### src/rtl/wp_arbiter_pkg.sv
package wp_arbiter_pkg;
  typedef enum logic [1:0] {
    TGT_NONE  = 2'd0,
    TGT_ARRAY = 2'd1,
    TGT_PROT  = 2'd2
  } wp_target_e;
endpackage

### src/rtl/wp_type_decode.sv
module wp_type_decode
  import wp_arbiter_pkg::*;
#(
  parameter int TYPE_W = 4,
  parameter logic [TYPE_W-1:0] ARRAY_CODE = 4'b1010,
  parameter logic [TYPE_W-1:0] PROT_CODE  = 4'b0110
) (
  input  logic [TYPE_W-1:0] dev_type,
  output wp_target_e        tgt
);
  always_comb begin
    if (dev_type == ARRAY_CODE)     tgt = TGT_ARRAY;
    else if (dev_type == PROT_CODE) tgt = TGT_PROT;
    else                            tgt = TGT_NONE;
  end
endmodule

### src/rtl/wp_flag_store.sv
module wp_flag_store (
  input  logic clk,
  input  logic por_init,
  input  logic set_req,
  output logic flag
);
  // Models a non-volatile cell: the functional reset is deliberately absent.
  always_ff @(posedge clk) begin
    if (por_init)     flag <= 1'b0;
    else if (set_req) flag <= 1'b1;
  end

  AST_FLAG_STICKY: assert property (@(posedge clk) disable iff (por_init)
    flag |=> flag);
endmodule

### src/rtl/wp_grant.sv
module wp_grant
  import wp_arbiter_pkg::*;
#(
  parameter int ADDR_W = 8,
  parameter int LOCK_LIMIT = 2 ** (ADDR_W - 1)
) (
  input  wp_target_e        tgt,
  input  logic [ADDR_W-1:0] addr,
  input  logic              wp_pin,
  input  logic              flag,
  output logic              ack_allow,
  output logic              wr_allow,
  output logic              set_flag
);
  localparam logic [ADDR_W-1:0] LIMIT_V = ADDR_W'(LOCK_LIMIT);

  logic in_locked_span;
  assign in_locked_span = (addr < LIMIT_V);

  always_comb begin
    ack_allow = 1'b0;
    wr_allow  = 1'b0;
    set_flag  = 1'b0;
    unique case (tgt)
      TGT_ARRAY: begin
        ack_allow = 1'b1;
        wr_allow  = !wp_pin && !(flag && in_locked_span);
      end
      TGT_PROT: begin
        if (!wp_pin && !flag) begin
          ack_allow = 1'b1;
          set_flag  = 1'b1;
        end
      end
      default: ;
    endcase
  end
endmodule

### src/rtl/wp_arbiter.sv
module wp_arbiter
  import wp_arbiter_pkg::*;
#(
  parameter int TYPE_W = 4,
  parameter int ADDR_W = 8,
  parameter logic [TYPE_W-1:0] ARRAY_CODE = 4'b1010,
  parameter logic [TYPE_W-1:0] PROT_CODE  = 4'b0110
) (
  input  logic              clk,
  input  logic              rst_n,
  input  logic              por_init,
  input  logic              req_stb,
  input  logic [TYPE_W-1:0] dev_type,
  input  logic [ADDR_W-1:0] byte_addr,
  input  logic              wp_pin,
  output logic              ack_ok,
  output logic              wr_en,
  output logic              prot_flag
);
  localparam int LOCK_LIMIT = 2 ** (ADDR_W - 1);

  wp_target_e tgt;
  logic ack_c, wr_c, set_c;

  wp_type_decode #(.TYPE_W(TYPE_W), .ARRAY_CODE(ARRAY_CODE), .PROT_CODE(PROT_CODE))
    u_dec (.dev_type(dev_type), .tgt(tgt));

  wp_grant #(.ADDR_W(ADDR_W), .LOCK_LIMIT(LOCK_LIMIT))
    u_grant (.tgt(tgt), .addr(byte_addr), .wp_pin(wp_pin), .flag(prot_flag),
             .ack_allow(ack_c), .wr_allow(wr_c), .set_flag(set_c));

  wp_flag_store u_flag (.clk(clk), .por_init(por_init),
                        .set_req(req_stb && set_c && rst_n), .flag(prot_flag));

  always_ff @(posedge clk) begin
    if (!rst_n || por_init) begin
      ack_ok <= 1'b0;
      wr_en  <= 1'b0;
    end else begin
      ack_ok <= req_stb && ack_c;
      wr_en  <= req_stb && wr_c;
    end
  end

  AST_PIN_BLOCKS_WRITE: assert property (@(posedge clk) disable iff (!rst_n || por_init)
    (req_stb && wp_pin) |=> !wr_en);
  AST_PIN_NO_PROGRAM: assert property (@(posedge clk) disable iff (!rst_n || por_init)
    (req_stb && wp_pin && dev_type == PROT_CODE) |=> (!ack_ok && prot_flag == $past(prot_flag)));
  AST_LOW_HALF_LOCKED: assert property (@(posedge clk) disable iff (!rst_n || por_init)
    (req_stb && prot_flag && dev_type == ARRAY_CODE && byte_addr < ADDR_W'(LOCK_LIMIT)) |=> !wr_en);
  AST_LOCKED_NACK: assert property (@(posedge clk) disable iff (!rst_n || por_init)
    (req_stb && prot_flag && dev_type == PROT_CODE) |=> !ack_ok);
  AST_IDLE_QUIET: assert property (@(posedge clk) disable iff (!rst_n || por_init)
    !req_stb |=> (!ack_ok && !wr_en));
  AST_WREN_NEEDS_ACK: assert property (@(posedge clk) disable iff (por_init)
    wr_en |-> ack_ok);
endmodule

### config.mk
export PLATFORM = sky130hd
export DESIGN_NAME = wp_arbiter
export DESIGN_NICKNAME = d
export VERILOG_FILES = /design/src/rtl/wp_arbiter_pkg.sv /design/src/rtl/wp_type_decode.sv /design/src/rtl/wp_flag_store.sv /design/src/rtl/wp_grant.sv /design/src/rtl/wp_arbiter.sv
export SDC_FILE = /design/constraint.sdc
export NUM_CORES = 1
export LEC_CHECK = 0
export ABC_AREA = 0
export ABC_CLOCK_PERIOD_IN_PS = 1050
export BUFFER_PORTS_ARGS = -buffer_cell sky130_fd_sc_hd__buf_2
export CAP_MARGIN = 20
export CORE_AREA = 5 5 42 44
export CTS_CLUSTER_DIAMETER = 200
export DETAILED_ROUTE_END_ITERATION = 16
export DIE_AREA = 0 0 47 49
export SETUP_SLACK_MARGIN = 0.2
export SKIP_LAST_GASP = 1
export SLEW_MARGIN = 15
export SYNTH_ARGS = -nofsm -noshare
export SYNTH_HDL_FRONTEND = slang
export SYNTH_SLANG_ARGS = --single-unit
### constraint.sdc
create_clock -name clk -period 1.05 [get_ports clk]
set_input_delay 0.0525 -clock clk [delete_from_list [all_inputs] [get_ports clk]]
set_output_delay 0.0525 -clock clk [all_outputs]
set_load 0.01 [all_outputs]
==> impl_metrics.tcl <==
set metrics [dict create \
    outcome "finished clean" \
    synth_cell_types 9 \
    dr.pass1.iters 1 \
    ctsHoldBuffers 0 \
    cts_max_level 1 \
    grt_max_degree 5 \
    yosys.area.top_type "dfxtp_1" \
    drive_above_1_share_pct 60.00 \
    crit_buf_inv 0 \
    portBuffers 12 \
    grt.overflow.total 0 \
    min_path_cells 2 \
    multi_input_area_sq_um 81.33 \
    netlist_area_sq_um 145.1 \
    hold_path_end "ack_ok$_SDFF_PP0_" \
    grt_usage_pct 3.938 \
    start_kind "register" \
    finalCritPeriodShare_pct 99.53 \
    hold_viol 0 \
    power.leakage_nw 0.1199 \
    avgSynthCellArea_sq_um 11.16 \
    yosys-top-cells-area "dfxtp_1 (41%), or3b_1 (12%), or2b_1 (10%), a211oi_2 (8.6%), a2111oi_1 (6.9%)" \
    reg2reg_slack_ns 0.005 \
    antenna_found_initial 0 \
    initial_core_util_pct 10.36 \
    tightest_slew_ns 0.3059 \
    powerDensity_nw_per_um2 1310 \
    min_path_type "in -> reg" \
    drc 0 \
    crit_chain "or4b_1, a211oi_2" \
    r2r-start "u_flag.flag$_SDFFE_PP0P_" \
    r2r-end "ack_ok$_SDFF_PP0_" \
    areaGrowthSynthToFinish_pct 83.62 \
    cts_tree "done" \
    cap_violations 0 \
    ir_drop_uv 138.6 \
    viasPerCell 3.739 \
    cts_root_buf "clkbuf_4" \
    ys_warn_count 0 \
    worst_path_max_delay_cell "or4b_1" \
    grt_pass1_vias 180 \
    ys_seq_area_share_pct 41.38 \
    ff2ff_path_depth 2 \
    slew_viol_final 0 \
    die_h_um 49 \
    place_area_sq_um 234.0 \
    cts_sinks 3 \
    place_ws_ns 0.005434 \
    syn_inst 13 \
    pin_count 20 \
    critical_path_class "reg -> reg" \
    dp_cells 42 \
    cts_buffers 3 \
    seq_area_sq_um 61.31 \
    stdcell_count 46 \
    layout_setup_ws_ns 0.004908 \
    syn_nets 30 \
    ant_nets 0 \
    clk_latency_ns 0.23 \
    whs_ns 0.03160 \
    fmaxAchievable_ghz 0.9569 \
    rows 14 \
    synth_seq_cells 3 \
    drt_iter0_markers 0 \
    critPathMaxStageDelay_ns 0.48 \
    vias 172 \
    path_clk_slew_ns 0.04 \
    finalSetupViolations 0 \
    hp-start "por_init" \
    fin_util_pct 19.02 \
    skew_ns 0.0007392 \
    netlist.area_leader.share_pct 41.38 \
    crit_path_max_fanout 2 \
    cts_setup_buffers 0 \
    grt_pass1_wl_um 593 \
    cp_data_required_time_ns 1.20 \
    dieArea_sq_um 2303 \
    fin_nets 48 \
    wl_per_cell_um 8.478 \
    clk_path_buf_depth 2 \
    core_area_sq_um 1401 \
    die_x_um 47 \
    rsz0062_at_grt "yes" \
    maxSlewHeadroom_pct 79.56 \
    postLayoutCellArea_sq_um 266.5 \
    crit_arrival_ns 1.20 \
    n_antenna_cell 0 \
    crit_family "simple AND/OR/NAND/NOR gates" \
    wirelength_um 390 \
    fillerInstances 176 \
    gp_congestion 0.5875 \
    cp-end-kind "register" \
    fin_crit_ns 1.045 \
]
## worst max-delay path by stage
stage	depth (start not counted)	slack, ns	to	start
final	2	0.005	ack_ok$_SDFF_PP0_	u_flag.flag$_SDFFE_PP0P_
after global routing	2	-0.05	ack_ok$_SDFF_PP0_	u_flag.flag$_SDFFE_PP0P_
after CTS	2	-0.001	ack_ok$_SDFF_PP0_	u_flag.flag$_SDFFE_PP0P_
after detailed placement	2	0.005	ack_ok$_SDFF_PP0_	u_flag.flag$_SDFFE_PP0P_
after global placement	2	0.007	ack_ok$_SDFF_PP0_	u_flag.flag$_SDFFE_PP0P_
after floorplan	2	0.009	ack_ok$_SDFF_PP0_	u_flag.flag$_SDFFE_PP0P_
## through the flow
step	TNS (ns)	power, mW
after floorplan	0	0.1274
after global placement	0	0.1486
after detailed placement	0	0.1498
after CTS	-0.001046	0.3631
after global routing	-0.05190	0.3661
final	0	0.3492
## routing by layer
layer	global-route usage, %	up-vias	wire [um]	part of all wire [%]
met5	0	-	0	0
met4	5.530	0	0	0
met3	1.107	0	35	9.0
met2	7.466	4	261	67
met1	1.751	82	94	24
li1	-	86	-	-
## cell type report
class | instances | share of cell area, %
Clock buffer | 4 | 9.859
Inverter | 1 | 1.408
Multi-Input combinational cell | 9 | 30.52
Sequential cell | 3 | 23.00
Tap cell | 16 | 7.512
Timing Repair Buffer | 13 | 27.70
## power by group
part,switching [mW],internal [mW]
combinational,0.0127,0.0191
sequential,0.000219,0.115
clock,0.0594,0.142
total,0.0724,0.277
## cell families after synthesis
family | Yosys count | share of synthesized area, %
buf+inv | 1 | 2.584
simple gates | 6 | 35.35
compound gates | 3 | 20.69
flops | 3 | 41.38
## cells in the mapped netlist
cell type,n
dfxtp_1,3
or2b_1,2
or3b_1,2
a2111oi_1,1
a211oi_2,1
inv_1,1
nand4b_1,1
o31ai_1,1
or4b_1,1
## sequential cells by signal, indices dropped and copies added (netlist names)
register,count
wr_en,1
ack_ok,1
u_flag.flag,1
## timing repair
action | 4_1_cts | 5_1_grt
resized for setup | 1 | 0
endpoints found under the setup margin | 3 | 3
cloned | 0 | 0
pin swaps | 0 | 0
## layout by cell type, fill, tap and decap left out, drive strengths merged
cell type,n
buf,13
clkbuf,4
dfxtp,3
or2b,2
or3b,2
or4b,1
nand4b,1
a211oi,1
inv,1
a2111oi,1
o31ai,1
(Power assumes the default switching activity.)
